[config.mk]
export PLATFORM = sky130hd
export DESIGN_NAME = perf_counter_unit
export DESIGN_NICKNAME = d
export VERILOG_FILES = /design/src/rtl/pcu_pkg.sv /design/src/rtl/pcu_counter.sv /design/src/rtl/pcu_prog_qual.sv /design/src/rtl/perf_counter_unit.sv
export SDC_FILE = /design/constraint.sdc
export NUM_CORES = 2
export LEC_CHECK = 0
export ABC_CLOCK_PERIOD_IN_PS = 6800
export BUFFER_PORTS_ARGS = -buffer_cell sky130_fd_sc_hd__buf_2
export CAP_MARGIN = 10
export CORE_UTILIZATION = 39
export DETAILED_ROUTE_END_ITERATION = 12
export HOLD_SLACK_MARGIN = 0.02
export MAX_ROUTING_LAYER = met4
export SLEW_MARGIN = 20
export SYNTH_ARGS = -nofsm -noshare
export SYNTH_HDL_FRONTEND = slang
export SYNTH_SLANG_ARGS = --single-unit
export TNS_END_PERCENT = 10
[constraint.sdc]
create_clock -name clk -period 6.8 [get_ports clk]
set_input_delay 1.02 -clock clk [delete_from_list [all_inputs] [get_ports clk]]
set_output_delay 1.02 -clock clk [all_outputs]
set_load 0.01 [all_outputs]
[src/rtl/pcu_pkg.sv]
package pcu_pkg;
    localparam int CNT_W       = 48;
    localparam int EV_W        = 4;
    localparam int N_EVT       = 8;
    localparam int N_FIX       = 3;
    localparam int N_PROG      = 4;
    localparam int N_CTR       = N_FIX + N_PROG;
    localparam int DATA_W      = 64;
    localparam int ADDR_W      = 4;
    localparam int FCTL_W      = 4 * N_FIX;
    localparam int GLB_FIX_LSB = 32;

    // counter n sits at index n; event-select words follow
    localparam int A_SEL0 = N_CTR;
    localparam int A_FCTL = A_SEL0 + N_PROG;
    localparam int A_GCTL = A_FCTL + 1;
    localparam int A_OVF  = A_GCTL + 1;

    typedef struct packed {
        logic [7:0] cmask;
        logic       inv;
        logic       en;
        logic       any;
        logic       intr;
        logic       pin;
        logic       edg;
        logic       os;
        logic       usr;
        logic [7:0] umask;
        logic [7:0] evsel;
    } evtsel_t;

    function automatic logic [FCTL_W-1:0] fctl_mask();
        logic [FCTL_W-1:0] m;
        m = '0;
        for (int i = 0; i < N_FIX; i++) begin
            m[4*i]   = 1'b1;
            m[4*i+1] = 1'b1;
        end
        return m;
    endfunction

    // word layout -> counter-index vector (fixed first, then programmable)
    function automatic logic [N_CTR-1:0] gate_unpack(input logic [DATA_W-1:0] w);
        return {w[N_PROG-1:0], w[GLB_FIX_LSB +: N_FIX]};
    endfunction

    function automatic logic [DATA_W-1:0] gate_pack(input logic [N_CTR-1:0] v);
        logic [DATA_W-1:0] w;
        w = '0;
        w[GLB_FIX_LSB +: N_FIX] = v[N_FIX-1:0];
        w[N_PROG-1:0]           = v[N_CTR-1:N_FIX];
        return w;
    endfunction
endpackage

[src/rtl/pcu_counter.sv]
module pcu_counter #(
    parameter int CNT_W = 48,
    parameter int INC_W = 4
) (
    input  logic [CNT_W-1:0] cur,
    input  logic [INC_W-1:0] inc,
    output logic [CNT_W-1:0] nxt,
    output logic             carry
);
    always_comb begin
        {carry, nxt} = {1'b0, cur} + (CNT_W + 1)'(inc);
        p_wrap_low_r10: assert (!carry || (nxt < CNT_W'(inc)));
    end
endmodule

[src/rtl/pcu_prog_qual.sv]
module pcu_prog_qual
    import pcu_pkg::*;
#(
    parameter int EV_W  = 4,
    parameter int N_EVT = 8
) (
    input  logic                   clk,
    input  logic                   rst_n,
    input  evtsel_t                sel,
    input  logic                   glb_en,
    input  logic                   priv_user,
    input  logic [N_EVT*EV_W-1:0]  ev_bus,
    output logic [EV_W-1:0]        inc
);
    logic [EV_W-1:0] ev_cnt;
    logic [7:0]      ev8;
    logic [7:0]      thr;
    logic            cond;
    logic            hit;
    logic            allowed;
    logic            raw_mode;
    logic            prev_d, prev_q;

    always_comb begin
        ev_cnt = '0;
        for (int e = 0; e < N_EVT; e++) begin
            if (sel.evsel == 8'(e)) ev_cnt = ev_bus[e*EV_W +: EV_W];
        end
        ev8      = 8'(ev_cnt);
        thr      = (sel.cmask == 8'd0) ? 8'd1 : sel.cmask;
        cond     = sel.inv ? (ev8 < thr) : (ev8 >= thr);
        hit      = sel.edg ? (cond && !prev_q) : cond;
        raw_mode = (sel.cmask == 8'd0) && !sel.edg;
        allowed  = glb_en && sel.en &&
                   ((priv_user && sel.usr) || (!priv_user && sel.os));
        if (!allowed)      inc = '0;
        else if (raw_mode) inc = ev_cnt;
        else               inc = EV_W'(hit);
        prev_d = cond;
    end

    always_ff @(posedge clk) begin
        if (!rst_n) prev_q <= 1'b0;
        else        prev_q <= prev_d;
    end

    p_thresh_unit_r8: assert property (@(posedge clk) disable iff (!rst_n)
        (sel.cmask != 8'd0) |-> (inc <= EV_W'(1)));

    p_edge_once_r9: assert property (@(posedge clk) disable iff (!rst_n)
        (sel.edg && inc != '0) ##1 ($stable(ev_bus) && $stable(sel)) |-> (inc == '0));
endmodule

[src/rtl/perf_counter_unit.sv]
module perf_counter_unit
    import pcu_pkg::*;
#(
    parameter int CW = pcu_pkg::CNT_W,
    parameter int EW = pcu_pkg::EV_W,
    parameter int NE = pcu_pkg::N_EVT
) (
    input  logic                clk,
    input  logic                rst_n,
    input  logic                reg_wr_en,
    input  logic [ADDR_W-1:0]   reg_addr,
    input  logic [DATA_W-1:0]   reg_wdata,
    output logic [DATA_W-1:0]   reg_rdata,
    input  logic                priv_user,
    input  logic [N_FIX*EW-1:0] fix_ev,
    input  logic [NE*EW-1:0]    prog_ev
);
    localparam logic [FCTL_W-1:0] FMASK = fctl_mask();

    typedef struct packed {
        logic [N_CTR-1:0][CW-1:0] cnt;
        evtsel_t [N_PROG-1:0]     sel;
        logic [FCTL_W-1:0]        fctl;
        logic [N_CTR-1:0]         gen;
        logic [N_CTR-1:0]         ovf;
    } state_t;

    state_t st_d, st_q;
    logic [N_CTR-1:0][EW-1:0] inc;
    logic [N_CTR-1:0][CW-1:0] nxt;
    logic [N_CTR-1:0]         carry;

    genvar g;
    generate
        for (g = 0; g < N_FIX; g++) begin : g_fix
            logic allowed;
            assign allowed = st_q.gen[g] &&
                             (priv_user ? st_q.fctl[4*g+1] : st_q.fctl[4*g]);
            assign inc[g]  = allowed ? fix_ev[g*EW +: EW] : '0;
        end
        for (g = 0; g < N_PROG; g++) begin : g_prog
            pcu_prog_qual #(.EV_W(EW), .N_EVT(NE)) u_qual (
                .clk       (clk),
                .rst_n     (rst_n),
                .sel       (st_q.sel[g]),
                .glb_en    (st_q.gen[N_FIX+g]),
                .priv_user (priv_user),
                .ev_bus    (prog_ev),
                .inc       (inc[N_FIX+g])
            );
        end
        for (g = 0; g < N_CTR; g++) begin : g_ctr
            pcu_counter #(.CNT_W(CW), .INC_W(EW)) u_ctr (
                .cur   (st_q.cnt[g]),
                .inc   (inc[g]),
                .nxt   (nxt[g]),
                .carry (carry[g])
            );
        end
    endgenerate

    always_comb begin
        logic [N_CTR-1:0] clr;
        st_d = st_q;
        clr  = (reg_wr_en && reg_addr == ADDR_W'(A_OVF)) ? gate_unpack(reg_wdata) : '0;
        st_d.ovf = st_q.ovf & ~clr;
        for (int k = 0; k < N_CTR; k++) begin
            if (reg_wr_en && reg_addr == ADDR_W'(k)) begin
                st_d.cnt[k] = reg_wdata[CW-1:0];
            end else begin
                st_d.cnt[k] = nxt[k];
                if (carry[k]) st_d.ovf[k] = 1'b1;
            end
        end
        for (int p = 0; p < N_PROG; p++) begin
            if (reg_wr_en && reg_addr == ADDR_W'(A_SEL0 + p))
                st_d.sel[p] = evtsel_t'(reg_wdata[31:0]);
        end
        if (reg_wr_en && reg_addr == ADDR_W'(A_FCTL))
            st_d.fctl = reg_wdata[FCTL_W-1:0] & FMASK;
        if (reg_wr_en && reg_addr == ADDR_W'(A_GCTL))
            st_d.gen = gate_unpack(reg_wdata);
    end

    always_ff @(posedge clk) begin
        if (!rst_n) st_q <= '0;
        else        st_q <= st_d;
    end

    always_comb begin
        reg_rdata = '0;
        for (int k = 0; k < N_CTR; k++)
            if (reg_addr == ADDR_W'(k)) reg_rdata = DATA_W'(st_q.cnt[k]);
        for (int p = 0; p < N_PROG; p++)
            if (reg_addr == ADDR_W'(A_SEL0 + p)) reg_rdata = DATA_W'(st_q.sel[p]);
        if (reg_addr == ADDR_W'(A_FCTL)) reg_rdata = DATA_W'(st_q.fctl);
        if (reg_addr == ADDR_W'(A_GCTL)) reg_rdata = gate_pack(st_q.gen);
        if (reg_addr == ADDR_W'(A_OVF))  reg_rdata = gate_pack(st_q.ovf);
    end

    p_write_load_r3: assert property (@(posedge clk) disable iff (!rst_n)
        (reg_wr_en && reg_addr == ADDR_W'(N_FIX)) |=>
            (st_q.cnt[N_FIX] == $past(reg_wdata[CW-1:0])));

    p_hold_disabled_r11: assert property (@(posedge clk) disable iff (!rst_n)
        (!st_q.gen[N_FIX] && !(reg_wr_en && reg_addr == ADDR_W'(N_FIX))) |=>
            $stable(st_q.cnt[N_FIX]));

    p_ovf_sticky_r10: assert property (@(posedge clk) disable iff (!rst_n)
        (st_q.ovf[0] && !(reg_wr_en && reg_addr == ADDR_W'(A_OVF))) |=> st_q.ovf[0]);

    p_no_count_without_gate_r5: assert property (@(posedge clk) disable iff (!rst_n)
        (!st_q.gen[1] && !(reg_wr_en && reg_addr == ADDR_W'(1))) |=> $stable(st_q.cnt[1]));
endmodule

==> run_results.csv <==
group,metric,value,unit
worst_setup_path,worstRegToRegCells,19,
synth,yosys-mux-area-fraction,6.150,%
floorplanning,fp.coreArea,77590,µm²
clock_network,cts.sinks,488,
sta,period_share,85.47,%
floorplanning,die_width,282.2,µm
grt,grt-ovfl-total,0,
drt,drt-vias-per-instance,6.465,
drt,detail_route.drc_violations,0,
clock_network,post_cts_buffers,0,
placement,place_congestion,1.071,
sta,max_freq,0.1721,GHz
drt,overall_routed_net_length,138.6,mm
synth,post_synth_main_area_contributors,"sky130_fd_sc_hd__dfxtp_1 (32%), sky130_fd_sc_hd__nand2_1 (6.4%), sky130_fd_sc_hd__a21oi_1 (6.3%)",
worst_setup_path,critical-path-max-stage-delay,0.99,ns
clock_network,clk-insertion-delay-late,0.64,ns
floorplanning,die_area,79630,µm²
layout,design_area,33920,µm²
grt,grt_pass1_wl,197.1,mm
placement,post_dp_cell_area,31990,µm²
worst_setup_path,crit_chain,"nor2b_1, o2bb2ai_1, nand2_1, o221ai_1, and2_1, ha_1, a21o_1, a21oi_1, a21o_1, a21oi_1, o2bb2ai_1, ha_1, inv_1, fa_1, nand2b_1, o2bb2ai_1, or4_1, or4_1, a31oi_1",
synth,synth-seq-area-share,31.91,%
synth,largest_family_of_logic_cells_by_synthesized_area,"compound AO/OA/AOI/OAI gates",
floorplanning,ios,180,
sta,final.min_clock_period,5.812,ns
synth,compound_gate_fraction_of_synth_area,24.53,%
clock_network,cts_tree,"done",
drt,ant_nets_after_route,0,
sta,fin_skew,0.01856,ns
synth,synth_cell_type_count,77,
worst_setup_path,critPathMostFrequentCell,"sky130_fd_sc_hd__o2bb2ai_1",
synth,post_synth_design_cell_area,30620,µm²
floorplanning,initial_cell_density_of_the_core,39.46,%
power,power_leakage,10.86,nW
sta,fin_tns_setup,0,ns
sta,final-setup-viol-count,0,
worst_setup_path,arrival,6.36,ns
sta,grt_setup_unrepaired,"false",
layout,layout-drive-gt1-share,10.62,%
power,power_density,205.0,nW/µm²
synth,ys_ff_latch,488,
worst_setup_path,worst-r2r-setup-slack,0.99,ns
worst_setup_path,path_delay_family,"simple AND/OR/NAND/NOR gates",
grt,groute.usage.overall,34.60,%
drt,detail_route.wl_per_cell,27.39,µm
worst_setup_path,crit_type,"flop to flop",
synth,synth_xor_area_share,5.063,%
sta,worst_slew_margin_rel,15.15,%
drt,dr.pass1.iters,6,
clock_network,post_cts_hold_buffer_count,0,
synth,postSynth.topFlopCell,"sky130_fd_sc_hd__dfxtp_1",
worst_setup_path,crit_cells,19,
power,post-layout-total-power,0.006952,W
drt,drt_first_iter_violations,4730,
grt,grt_start_max_net_pins,178,
synth,yosysWarnings,0,
run,drv_cap,0,
placement,detailed_place_hpwl,99.10,mm
drt,detailroute.via_count,32710,
sta,final.hold.worst_slack,0.4515,ns
worst_hold_path,hold_class,"flop to flop",
clock_network,clkTransAtPathRegs,0.06,ns
power,irDropWorstVdd,0.1631,mV
synth,synth_edf_count,0,
worst_setup_path,worstSetupEndpointType,"flop",
floorplanning,rows,102,
worst_setup_path,worstSetupStartpointType,"flop",
worst_setup_path,endpoint,"st_q[434]$_SDFF_PN0_",
worst_setup_path,worstReg2RegStart,"st_q[92]$_SDFFE_PN0P_",
clock_network,postCtsResizedCells,0,
sta,timing_max_transition_violations_final,0,
synth,synthAdderAreaFrac,2.256,%
worst_setup_path,required_time_of_the_worst_setup_path,7.35,ns
layout,synthToLayoutAreaGrowth,10.78,%
worst_setup_path,critPathMaxFanout,21,
sta,tightest_slew,1.268,ns
layout,finalCoreUtilization,43.71,%
worst_setup_path,crit-reg2reg-capture,"st_q[434]$_SDFF_PN0_",
synth,synth_largest_type_area_fraction,31.91,%
worst_setup_path,crit_slowest_cell,"sky130_fd_sc_hd__or4_1",
layout,layout.nets,4137,
floorplanning,die_h,282.2,µm
synth,avgSynthCellArea,7.586,µm²
clock_network,ctsRootBufferMaster,"sky130_fd_sc_hd__clkbuf_16",
grt,antenna_found_initial,8,
placement,placement.io_buffers,147,
synth,post_synth_and_or_nand_nor_area_fraction,24.27,%
sta,report.final.hold_viol_count,0,
outcome,status,"completed",
synth,synth.largest_area_cell,"sky130_fd_sc_hd__dfxtp_1",
synth,instance_count_of_the_mapped_netlist,4036,
worst_setup_path,critical_path_buf_inv_count,1,
clock_network,cts_made_buffers,57,
clock_network,clock_tree_buffer_depth,3,
clock_network,cts.htree.levels,2,
synth,synthArstFlopShare,0,%
worst_setup_path,worstSetupStartpoint,"st_q[92]$_SDFFE_PN0P_",
grt,first_global_vias,28050,
## sequential cells by signal, indices dropped and copies added, names as in the netlist
signal	count
g_prog.u_qual.prev_q	4
st_q	484
## cell usage after synthesis (all sizes together), types with 31 or more instances
library cell  count
nand2           526
dfxtp           488
a21oi           387
o21ai           375
clkbuf          316
nor2            179
xnor2           127
nand3           121
nor3            114
nand4            99
a31oi            98
inv              87
or4              82
mux2i            79
a22oi            69
a211oi           68
nor4             68
o31ai            57
and3             53
xor2             50
buf              49
or3              49
ha               44
and2             35
and4             34
mux2             33
mux4             32
nand2b           31
o22ai            31
## cell families (layout without fill, tap and decap cells)
group | Yosys count | in the layout
and+or+nand+nor | 1467 | 1467
AOI/OAI and AO/OA | 1254 | 1254
DFF | 488 | 488
buffers and inverters | 454 | 416
xor gates and xnor gates | 177 | 177
muxes | 144 | 144
adders and majority gates | 51 | 51
other | 1 | 23
## stage by stage
| step | cells | setup slack, ns |
|---|---|---|
| floorplan | 4051 | 2.030 |
| global placement | 4951 | 0.9410 |
| detailed placement | 4951 | 0.8795 |
| CTS | 5053 | 1.091 |
| global route | 5058 | 0.8364 |
| finish | 5060 | 0.9884 |
## power breakdown
| part | switching (W) | total, W | internal, W |
|---|---|---|---|
| registers | 0.0000887 | 0.00301 | 0.00292 |
| clock network | 0.00134 | 0.00322 | 0.00187 |
| logic | 0.000515 | 0.000729 | 0.000215 |
| total | 0.00195 | 0.00695 | 0.00500 |
## how the worst min path moves through the flow
stage | from | to | cells past startpoint
2_1_floorplan | st_q[99]$_SDFFE_PN0P_ | st_q[99]$_SDFFE_PN0P_ | 2
3_3_place_gp | st_q[70]$_SDFFE_PN0P_ | st_q[70]$_SDFFE_PN0P_ | 2
3_5_place_dp | st_q[35]$_SDFFE_PN0P_ | st_q[35]$_SDFFE_PN0P_ | 2
4_1_cts | st_q[35]$_SDFFE_PN0P_ | st_q[35]$_SDFFE_PN0P_ | 2
5_1_grt | st_q[142]$_SDFFE_PN0P_ | st_q[142]$_SDFFE_PN0P_ | 2
6_report | st_q[70]$_SDFFE_PN0P_ | st_q[70]$_SDFFE_PN0P_ | 2
## cells in the final DEF (no fill, tap or decap), types with 12 or more instances in the layout
cell type	netlist	layout
sky130_fd_sc_hd__a211oi_1	68	68
sky130_fd_sc_hd__a21o_1	20	20
sky130_fd_sc_hd__a21oi_1	387	386
sky130_fd_sc_hd__a221oi_1	14	14
sky130_fd_sc_hd__a22oi_1	69	69
sky130_fd_sc_hd__a31oi_1	98	98
sky130_fd_sc_hd__and2_1	33	33
sky130_fd_sc_hd__and3_1	53	53
sky130_fd_sc_hd__and4_1	34	34
sky130_fd_sc_hd__buf_2	12	144
sky130_fd_sc_hd__buf_4	16	77
sky130_fd_sc_hd__clkbuf_16	0	57
sky130_fd_sc_hd__clkbuf_8	0	21
sky130_fd_sc_hd__conb_1	1	16
sky130_fd_sc_hd__dfxtp_1	488	488
sky130_fd_sc_hd__ha_1	44	44
sky130_fd_sc_hd__inv_1	87	86
sky130_fd_sc_hd__mux2_2	33	33
sky130_fd_sc_hd__mux2i_1	79	79
sky130_fd_sc_hd__mux4_2	32	32
sky130_fd_sc_hd__nand2_1	526	521
sky130_fd_sc_hd__nand2b_1	31	31
sky130_fd_sc_hd__nand3_1	121	121
sky130_fd_sc_hd__nand4_1	98	98
sky130_fd_sc_hd__nor2_1	179	175
sky130_fd_sc_hd__nor2b_1	21	19
sky130_fd_sc_hd__nor3_1	114	114
sky130_fd_sc_hd__nor3b_1	17	17
sky130_fd_sc_hd__nor4_1	66	66
sky130_fd_sc_hd__o211ai_1	20	20
sky130_fd_sc_hd__o21ai_0	373	372
sky130_fd_sc_hd__o221ai_1	13	13
sky130_fd_sc_hd__o22ai_1	31	31
sky130_fd_sc_hd__o31ai_1	57	57
sky130_fd_sc_hd__or2_2	12	12
sky130_fd_sc_hd__or3_1	49	47
sky130_fd_sc_hd__or4_1	80	80
sky130_fd_sc_hd__xnor2_1	127	127
sky130_fd_sc_hd__xor2_1	50	50
## cell type report
type	instances	area [µm²]
fillers	7945	43680
clock buffers	87	1749
well taps	1040	1301
repair buffers	225	1370
diodes	7	17.52
clock inverters	15	161.4
flip-flops and latches	488	9769
multi-input cells	3109	19210
inverters	89	339.1
## worst reg2reg max path, cell delays in order, from the launching register on
cell and delay, ns:
sky130_fd_sc_hd__dfxtp_1 0.72, sky130_fd_sc_hd__nor2b_1 0.27, sky130_fd_sc_hd__o2bb2ai_1 0.19, sky130_fd_sc_hd__nand2_1 0.07, sky130_fd_sc_hd__o221ai_1 0.22, sky130_fd_sc_hd__and2_1 0.25, sky130_fd_sc_hd__ha_1 0.32, sky130_fd_sc_hd__a21o_1 0.16
sky130_fd_sc_hd__a21oi_1 0.18, sky130_fd_sc_hd__a21o_1 0.13, sky130_fd_sc_hd__a21oi_1 0.09, sky130_fd_sc_hd__o2bb2ai_1 0.22, sky130_fd_sc_hd__ha_1 0.23, sky130_fd_sc_hd__inv_1 0.06, sky130_fd_sc_hd__fa_1 0.38, sky130_fd_sc_hd__nand2b_1 0.18
sky130_fd_sc_hd__o2bb2ai_1 0.31, sky130_fd_sc_hd__or4_1 1.00, sky130_fd_sc_hd__or4_1 0.57, sky130_fd_sc_hd__a31oi_1 0.19
## layer usage
metal / wire length [µm] / up-vias / part of all wire, % / global-route usage, %
met5: 0 / - / 0 / -
met4: 7069 / 0 / 5.1 / 15.68
met3: 17570 / 320 / 13 / 7.905
met2: 57160 / 1997 / 41 / 48.01
met1: 56810 / 15660 / 41 / 47.27
li1: - / 14740 / - / -
(Power assumes the default switching activity.)
